[config.mk]
export PLATFORM = sky130hd
export DESIGN_NAME = cordic_rotator
export DESIGN_NICKNAME = d
export VERILOG_FILES = /design/src/rtl/cordic_rot_pkg.sv /design/src/rtl/cordic_coarse_stage.sv /design/src/rtl/cordic_micro_stage.sv /design/src/rtl/cordic_gain_stage.sv /design/src/rtl/cordic_rotator.sv
export SDC_FILE = /design/constraint.sdc
export NUM_CORES = 2
export LEC_CHECK = 0
export BUFFER_PORTS_ARGS = -buffer_cell sky130_fd_sc_hd__buf_4
export CAP_MARGIN = 10
export CORE_UTILIZATION = 34
export DETAILED_ROUTE_END_ITERATION = 10
export HOLD_SLACK_MARGIN = 0.1
export SETUP_SLACK_MARGIN = 0.02
export SYNTH_ARGS = -nofsm -noshare
export SYNTH_HDL_FRONTEND = slang
export SYNTH_SLANG_ARGS = --single-unit
export TNS_END_PERCENT = 30
[constraint.sdc]
create_clock -name clk -period 6.55 [get_ports clk]
set_input_delay 0.9825 -clock clk [delete_from_list [all_inputs] [get_ports clk]]
set_output_delay 0.9825 -clock clk [all_outputs]
set_load 0.01 [all_outputs]
[src/rtl/cordic_rot_pkg.sv]
package cordic_rot_pkg;

    localparam real PI_C = 3.14159265358979323846;

    // angle code of atan(2^-i) in a word where 2^(aw-1) means pi
    function automatic int atan_code(input int i, input int aw);
        real a;
        a = $atan(1.0 / (2.0 ** i));
        return $rtoi(a / PI_C * (2.0 ** (aw - 1)) + 0.5);
    endfunction

    // gain correction for n micro-rotations, fb fraction bits
    function automatic longint gain_code(input int n, input int fb);
        real k;
        k = 1.0;
        for (int j = 0; j < n; j++) begin
            k = k / $sqrt(1.0 + 2.0 ** (-2 * j));
        end
        return longint'($rtoi(k * (2.0 ** fb) + 0.5));
    endfunction

endpackage

[src/rtl/cordic_coarse_stage.sv]
module cordic_coarse_stage #(
    parameter int DW    = 16,
    parameter int AW    = 20,
    parameter int GUARD = 3,
    parameter int IW    = DW + 2 + GUARD
) (
    input  logic                 clk,
    input  logic                 rst_n,
    input  logic                 valid_in,
    input  logic signed [DW-1:0] x_in,
    input  logic signed [DW-1:0] y_in,
    input  logic signed [AW-1:0] ang_in,
    output logic                 valid_out,
    output logic signed [IW-1:0] x_out,
    output logic signed [IW-1:0] y_out,
    output logic signed [AW-1:0] z_out
);
    localparam logic signed [AW-1:0] QUARTER = AW'(1) <<< (AW - 2);

    typedef struct packed {
        logic                 valid;
        logic signed [IW-1:0] x;
        logic signed [IW-1:0] y;
        logic signed [AW-1:0] z;
    } coarse_t;

    coarse_t st_d, st_q;
    logic signed [IW-1:0] xe, ye;

    always_comb begin
        xe   = {{(IW - DW){x_in[DW-1]}}, x_in} <<< GUARD;
        ye   = {{(IW - DW){y_in[DW-1]}}, y_in} <<< GUARD;
        st_d = st_q;
        st_d.valid = valid_in;
        if (valid_in) begin
            if (!ang_in[AW-1]) begin
                st_d.x = -ye;
                st_d.y = xe;
                st_d.z = ang_in - QUARTER;
            end else begin
                st_d.x = ye;
                st_d.y = -xe;
                st_d.z = ang_in + QUARTER;
            end
        end
    end

    always_ff @(posedge clk or negedge rst_n) begin
        if (!rst_n) st_q <= '0;
        else        st_q <= st_d;
    end

    assign valid_out = st_q.valid;
    assign x_out     = st_q.x;
    assign y_out     = st_q.y;
    assign z_out     = st_q.z;

    // after the quarter turn the residual lies within [-pi/2, +pi/2)
    p_residual_quarter_r7: assert property (@(posedge clk) disable iff (!rst_n)
        valid_out |-> (z_out[AW-1] == z_out[AW-2]));

endmodule

[src/rtl/cordic_micro_stage.sv]
module cordic_micro_stage #(
    parameter int              IW    = 21,
    parameter int              AW    = 20,
    parameter int              SHIFT = 0,
    parameter logic [AW-1:0]   ATAN  = '0
) (
    input  logic                 clk,
    input  logic                 rst_n,
    input  logic                 valid_in,
    input  logic signed [IW-1:0] x_in,
    input  logic signed [IW-1:0] y_in,
    input  logic signed [AW-1:0] z_in,
    output logic                 valid_out,
    output logic signed [IW-1:0] x_out,
    output logic signed [IW-1:0] y_out,
    output logic signed [AW-1:0] z_out
);
    typedef struct packed {
        logic                 valid;
        logic signed [IW-1:0] x;
        logic signed [IW-1:0] y;
        logic signed [AW-1:0] z;
    } micro_t;

    micro_t st_d, st_q;
    logic signed [IW-1:0] xs, ys;

    always_comb begin
        xs   = x_in >>> SHIFT;
        ys   = y_in >>> SHIFT;
        st_d = st_q;
        st_d.valid = valid_in;
        if (valid_in) begin
            if (!z_in[AW-1]) begin
                st_d.x = x_in - ys;
                st_d.y = y_in + xs;
                st_d.z = z_in - $signed(ATAN);
            end else begin
                st_d.x = x_in + ys;
                st_d.y = y_in - xs;
                st_d.z = z_in + $signed(ATAN);
            end
        end
    end

    always_ff @(posedge clk or negedge rst_n) begin
        if (!rst_n) st_q <= '0;
        else        st_q <= st_d;
    end

    assign valid_out = st_q.valid;
    assign x_out     = st_q.x;
    assign y_out     = st_q.y;
    assign z_out     = st_q.z;

    // intermediate coordinates keep headroom (no wrap of the top bit)
    p_no_overflow_r1: assert property (@(posedge clk) disable iff (!rst_n)
        valid_out |-> (x_out[IW-1] == x_out[IW-2]) && (y_out[IW-1] == y_out[IW-2]));

endmodule

[src/rtl/cordic_gain_stage.sv]
module cordic_gain_stage #(
    parameter int DW    = 16,
    parameter int GUARD = 3,
    parameter int ITER  = 14,
    parameter int IW    = DW + 2 + GUARD
) (
    input  logic                 clk,
    input  logic                 rst_n,
    input  logic                 valid_in,
    input  logic signed [IW-1:0] x_in,
    input  logic signed [IW-1:0] y_in,
    output logic                 valid_out,
    output logic signed [DW-1:0] x_out,
    output logic signed [DW-1:0] y_out
);
    import cordic_rot_pkg::*;

    localparam int            KB    = IW;
    localparam int            ACCW  = IW + 2;
    localparam int            FRAC  = DW - 2;
    localparam logic [KB-1:0] KCODE = KB'(gain_code(ITER, KB));
    localparam logic signed [ACCW-1:0] RND  = ACCW'(1) <<< (GUARD - 1);
    localparam logic signed [ACCW-1:0] OMAX = ACCW'((1 <<< (DW - 1)) - 1);
    localparam logic signed [ACCW-1:0] OMIN = -(ACCW'(1) <<< (DW - 1));
    localparam logic signed [DW-1:0]   LIM  = DW'(3) <<< (FRAC - 1);

    typedef struct packed {
        logic                 valid;
        logic signed [DW-1:0] x;
        logic signed [DW-1:0] y;
    } gain_t;

    gain_t st_d, st_q;
    logic signed [ACCW-1:0] xw, yw, xacc, yacc, xr, yr;

    always_comb begin
        xw   = {{2{x_in[IW-1]}}, x_in};
        yw   = {{2{y_in[IW-1]}}, y_in};
        xacc = '0;
        yacc = '0;
        for (int j = 1; j <= KB; j++) begin
            if (KCODE[KB-j]) begin
                xacc = xacc + (xw >>> j);
                yacc = yacc + (yw >>> j);
            end
        end
        xr = (xacc + RND) >>> GUARD;
        yr = (yacc + RND) >>> GUARD;
        if (xr > OMAX) xr = OMAX;
        if (xr < OMIN) xr = OMIN;
        if (yr > OMAX) yr = OMAX;
        if (yr < OMIN) yr = OMIN;
        st_d = st_q;
        st_d.valid = valid_in;
        if (valid_in) begin
            st_d.x = xr[DW-1:0];
            st_d.y = yr[DW-1:0];
        end
    end

    always_ff @(posedge clk or negedge rst_n) begin
        if (!rst_n) st_q <= '0;
        else        st_q <= st_d;
    end

    assign valid_out = st_q.valid;
    assign x_out     = st_q.x;
    assign y_out     = st_q.y;

    // results hold while no new one is presented
    p_hold_idle_r8: assert property (@(posedge clk) disable iff (!rst_n)
        !valid_out |-> ($stable(x_out) && $stable(y_out)));

    // unit-gain results of in-range inputs stay below 1.5 in magnitude
    p_out_range_r5: assert property (@(posedge clk) disable iff (!rst_n)
        valid_out |-> (x_out <= LIM) && (x_out >= -LIM) && (y_out <= LIM) && (y_out >= -LIM));

endmodule

[src/rtl/cordic_rotator.sv]
module cordic_rotator #(
    parameter int DW    = 16,
    parameter int AW    = 20,
    parameter int GUARD = 3
) (
    input  logic                 clk,
    input  logic                 rst_n,
    input  logic                 in_valid,
    input  logic signed [DW-1:0] in_x,
    input  logic signed [DW-1:0] in_y,
    input  logic signed [AW-1:0] in_angle,
    output logic                 out_valid,
    output logic signed [DW-1:0] out_x,
    output logic signed [DW-1:0] out_y
);
    import cordic_rot_pkg::*;

    localparam int FRAC = DW - 2;
    localparam int ITER = FRAC;
    localparam int IW   = DW + 2 + GUARD;
    localparam int LAT  = ITER + 2;
    localparam int CW   = $clog2(LAT + 2) + 1;

    logic                 v_s [ITER+1];
    logic signed [IW-1:0] x_s [ITER+1];
    logic signed [IW-1:0] y_s [ITER+1];
    logic signed [AW-1:0] z_s [ITER+1];

    cordic_coarse_stage #(.DW(DW), .AW(AW), .GUARD(GUARD), .IW(IW)) u_coarse (
        .clk(clk), .rst_n(rst_n), .valid_in(in_valid),
        .x_in(in_x), .y_in(in_y), .ang_in(in_angle),
        .valid_out(v_s[0]), .x_out(x_s[0]), .y_out(y_s[0]), .z_out(z_s[0])
    );

    for (genvar i = 0; i < ITER; i++) begin : g_micro
        localparam logic [AW-1:0] ACODE = AW'(atan_code(i, AW));
        cordic_micro_stage #(.IW(IW), .AW(AW), .SHIFT(i), .ATAN(ACODE)) u_stage (
            .clk(clk), .rst_n(rst_n), .valid_in(v_s[i]),
            .x_in(x_s[i]), .y_in(y_s[i]), .z_in(z_s[i]),
            .valid_out(v_s[i+1]), .x_out(x_s[i+1]), .y_out(y_s[i+1]), .z_out(z_s[i+1])
        );
    end

    cordic_gain_stage #(.DW(DW), .GUARD(GUARD), .ITER(ITER), .IW(IW)) u_gain (
        .clk(clk), .rst_n(rst_n), .valid_in(v_s[ITER]),
        .x_in(x_s[ITER]), .y_in(y_s[ITER]),
        .valid_out(out_valid), .x_out(out_x), .y_out(out_y)
    );

    // checker state: number of accepted inputs not yet delivered
    logic [CW-1:0] inflight_d, inflight_q;

    always_comb begin
        inflight_d = inflight_q + CW'(in_valid) - CW'(out_valid);
    end

    always_ff @(posedge clk or negedge rst_n) begin
        if (!rst_n) inflight_q <= '0;
        else        inflight_q <= inflight_d;
    end

    // a result only appears for an input that was accepted earlier
    p_no_spurious_r9: assert property (@(posedge clk) disable iff (!rst_n)
        out_valid |-> (inflight_q != '0));

    // no more inputs in flight than pipeline stages
    p_inflight_bound_r2: assert property (@(posedge clk) disable iff (!rst_n)
        inflight_q <= CW'(LAT));

endmodule

==> flow_metrics.env <==
export IMPL_clock_root_buffer="clkbuf_16"
export IMPL_cp_arrival_ns=7.49
export IMPL_startpoint_type="register"
export IMPL_synthTopCellsByCount="ha_1 (971), dfrtp_1 (916), a21oi_1 (860)"
export IMPL_syn_nets=10300
export IMPL_synth_top_area_cell="dfrtp_1"
export IMPL_reg2regPathDepth=29
export IMPL_path_common_cell="fa_1"
export IMPL_num_rows=180
export IMPL_clkTransAtPathRegs_ns=0.06
export IMPL_nFillCells=24100
export IMPL_portBuffers=87
export IMPL_period_share_pct=104
export IMPL_synth_area_per_cell_um2=9.11
export IMPL_required_ns=7.24
export IMPL_netlist_instances=9065
export IMPL_pin_count=88
export IMPL_cp_max_fo=8
export IMPL_grt_pass1_vias=65300
export IMPL_core_area_um2=241000
export IMPL_worst_setup_path_end_kind="register"
export IMPL_start_util_pct=34.3
export IMPL_finalWirelength_mm=209
export IMPL_slowest_delay_ns=0.56
export IMPL_ys_types=94
export IMPL_netlist_top_cells_area="dfrtp_1 (28%), ha_1 (15%), xnor2_1 (7.6%)"
export IMPL_rsz0062_at_grt="yes"
export IMPL_rr_startpoint="g_micro[13].u_stage.y_out[7]$_DFFE_PN0P_"
export IMPL_final_max_slew_violation_count=0
export IMPL_finalHoldViolations=0
export IMPL_critical_path_slowest_cell="fa_1"
export IMPL_crit_type="reg -> reg"
export IMPL_worstMarginPinSlew_ns=1.26
export IMPL_worst_hold_path_type="in -> async"
export IMPL_grt_pass1_wl_mm=344
export IMPL_dp_hpwl_mm=164
export IMPL_setup_viol=30
export IMPL_grt_total_usage_pct=16.9
export IMPL_synth_seq_area_share_pct=27.8
export IMPL_fin_ws_ns=-0.247
export IMPL_yosys_area_top_type_share_pct=27.8
export IMPL_cts_buffer_depth=3
export IMPL_wl_per_cell_um=16.8
export IMPL_antenna_found_initial=3
export IMPL_nets=10400
export IMPL_cts_sinks=916
export IMPL_utilization_pct=38.1
export IMPL_synth_warnings=0
export IMPL_via_count=65500
export IMPL_synth_edff_count=0
export IMPL_cts_buffers=112
export IMPL_synth_most_common_cell="ha_1"
export IMPL_clk_latency_ns=0.77
export IMPL_grt_overflow_total=0
export IMPL_synth_seq_cells=916
export IMPL_period_needed_ns=6.80
export IMPL_route_detailed_drc=0
export IMPL_relSlewSlack_pct=16.1
export IMPL_fin_worst_skew_ns=0.0569
export IMPL_dieHeight_um=495
export IMPL_dr_pass1_iters=7
export IMPL_die_x_um=495
export IMPL_grt_max_degree=158
export IMPL_vias_per_cell=5.26
export IMPL_ant_nets=0
export IMPL_synth_top_flop_cell="dfrtp_1"
export IMPL_layout_drive_gt1_share_pct=12.0
export IMPL_gp_congestion=0.862
export IMPL_die_area_um2=245000
export IMPL_drt_iter0_markers=3795
export IMPL_cts_tree="done"
export IMPL_netlist_area_um2=82600
export IMPL_violations="setup timing"
export IMPL_crit_start="g_micro[13].u_stage.y_out[7]$_DFFE_PN0P_"
export IMPL_status="complete, but fails checks"
export IMPL_syn_to_final_growth_pct=11.2
export IMPL_async_flop_share_pct=100
export IMPL_htree_levels=3
export IMPL_cts_hold_buf=0
export IMPL_fmax_mhz=147
export IMPL_cap_violations=0
-- worst max-delay path, delay by kind of cell, from the launching register on --
family                   cells  cell delay (ns)
buffers and inverters        7             0.64
flip-flops                   1             0.41
adder cells (fa/ha/maj)      7             2.99
XOR/XNOR                     1             0.16
AND/OR/NAND/NOR              6             0.94
AO/OA/AOI/OAI                8             1.57
-- stage by stage --
| stage | setup WS [ns] | instances | hold WS, ns | instance area [um^2] | setup TNS [ns] |
|---|---|---|---|---|---|
| global placement | -0.422 | 12200 | 0.477 | 87500 | -10.85 |
| floorplan | 0.0234 | 9065 | 0.352 | 82600 | 0 |
| detailed placement | -0.486 | 12200 | 0.483 | 87500 | -12.13 |
| CTS | -0.374 | 12500 | 0.189 | 91500 | -8.27 |
| global route | -0.594 | 12500 | 0.232 | 91800 | -16.81 |
| finish | -0.247 | 12500 | 0.206 | 91800 | -5.09 |
-- sequential cells by signal (all words and copies together) (netlist names), 14 cells and up --
| name | flops |
|---|---|
| u_coarse.y_out | 18 |
| g_micro.u_stage.x_out | 288 |
| u_gain.x_out | 16 |
| g_micro.u_stage.y_out | 285 |
| u_coarse.x_out | 18 |
| u_gain.y_out | 16 |
| u_coarse.z_out | 19 |
| g_micro.u_stage.valid_out | 14 |
| g_micro.u_stage.z_out | 240 |
-- logic make-up (layout without fill, tap and decap cells) --
group | after synthesis | after routing | synth area share (%)
mux | 624 | 624 | 8.37
buf+inv | 860 | 1066 | 3.94
xor+xnor | 1033 | 1033 | 11.0
fa+ha+maj | 1138 | 1138 | 18.8
other cells | 0 | 3 | 0
compound gates | 2309 | 2309 | 17.7
flops | 916 | 916 | 27.8
simple gates | 2185 | 2186 | 12.5
-- layout by cell type, fill, tap and decap left out, drive strengths merged, types with 20 or more instances in the layout --
cell	count
nand2	457
dfrtp	916
o211ai	20
fa	167
nand4	20
o21ai	382
mux2i	93
o21a	78
nor2	749
nor2b	100
and3	119
clkinv	33
xor2	312
or3	87
nand3	154
nand3b	21
a21oi	861
nor3b	21
nor3	291
a21o	244
inv	615
clkbuf	164
o31ai	63
xnor2	721
mux2	531
ha	971
nor4	37
nand2b	56
o41ai	48
a211oi	110
a211o	44
a31oi	92
o21bai	141
a21boi	45
buf	238
-- final timing paths --
path | end | slack (ns)
hold reg to reg | g_micro[10].u_stage.z_out[0]$_DFFE_PN0P_ | 0.49
hold / removal | u_gain.x_out[2]$_DFFE_PN0P_ | 0.21
setup reg to reg | u_gain.y_out[1]$_DFFE_PN0P_ | -0.25
setup / recovery | u_gain.y_out[1]$_DFFE_PN0P_ | -0.25
min in group clk | u_coarse.z_out[18]$_DFFE_PN0P_ | 0.39
max in group asynchronous | g_micro[3].u_stage.valid_out$_DFF_PN0_ | 4.78
-- final cells by class --
cell class                 instances  area [um^2]  area share (%)
tap                             3185         3990            4.34
clock inverter                    44          574           0.626
inverter                         620         2330            2.54
sequential                       916        22900            25.0
clock buffer                     163         3260            3.56
multi-input combinational       7290        56700            61.8
timing repair buffer             239         1940            2.12
antenna                            3         7.51         0.00818
-- repair_timing --
item	in CTS	in global routing
endpoints found under the setup margin	32	32
pin swaps	35	30
cloned	2	1
setup buffers	3	0
resized for setup	27	36
-- metal layers --
| layer | track usage (%) | share of wire, % |
|---|---|---|
| met1 | 21.6 | 45 |
| met2 | 30.1 | 49 |
| met3 | 1.72 | 3.0 |
| met4 | 4.94 | 2.8 |
| met5 | 0 | 0.0062 |
Power is left out: the tool's default activity adds up to more than one toggle a clock period on the data nets, which glitch-free logic cannot reach.
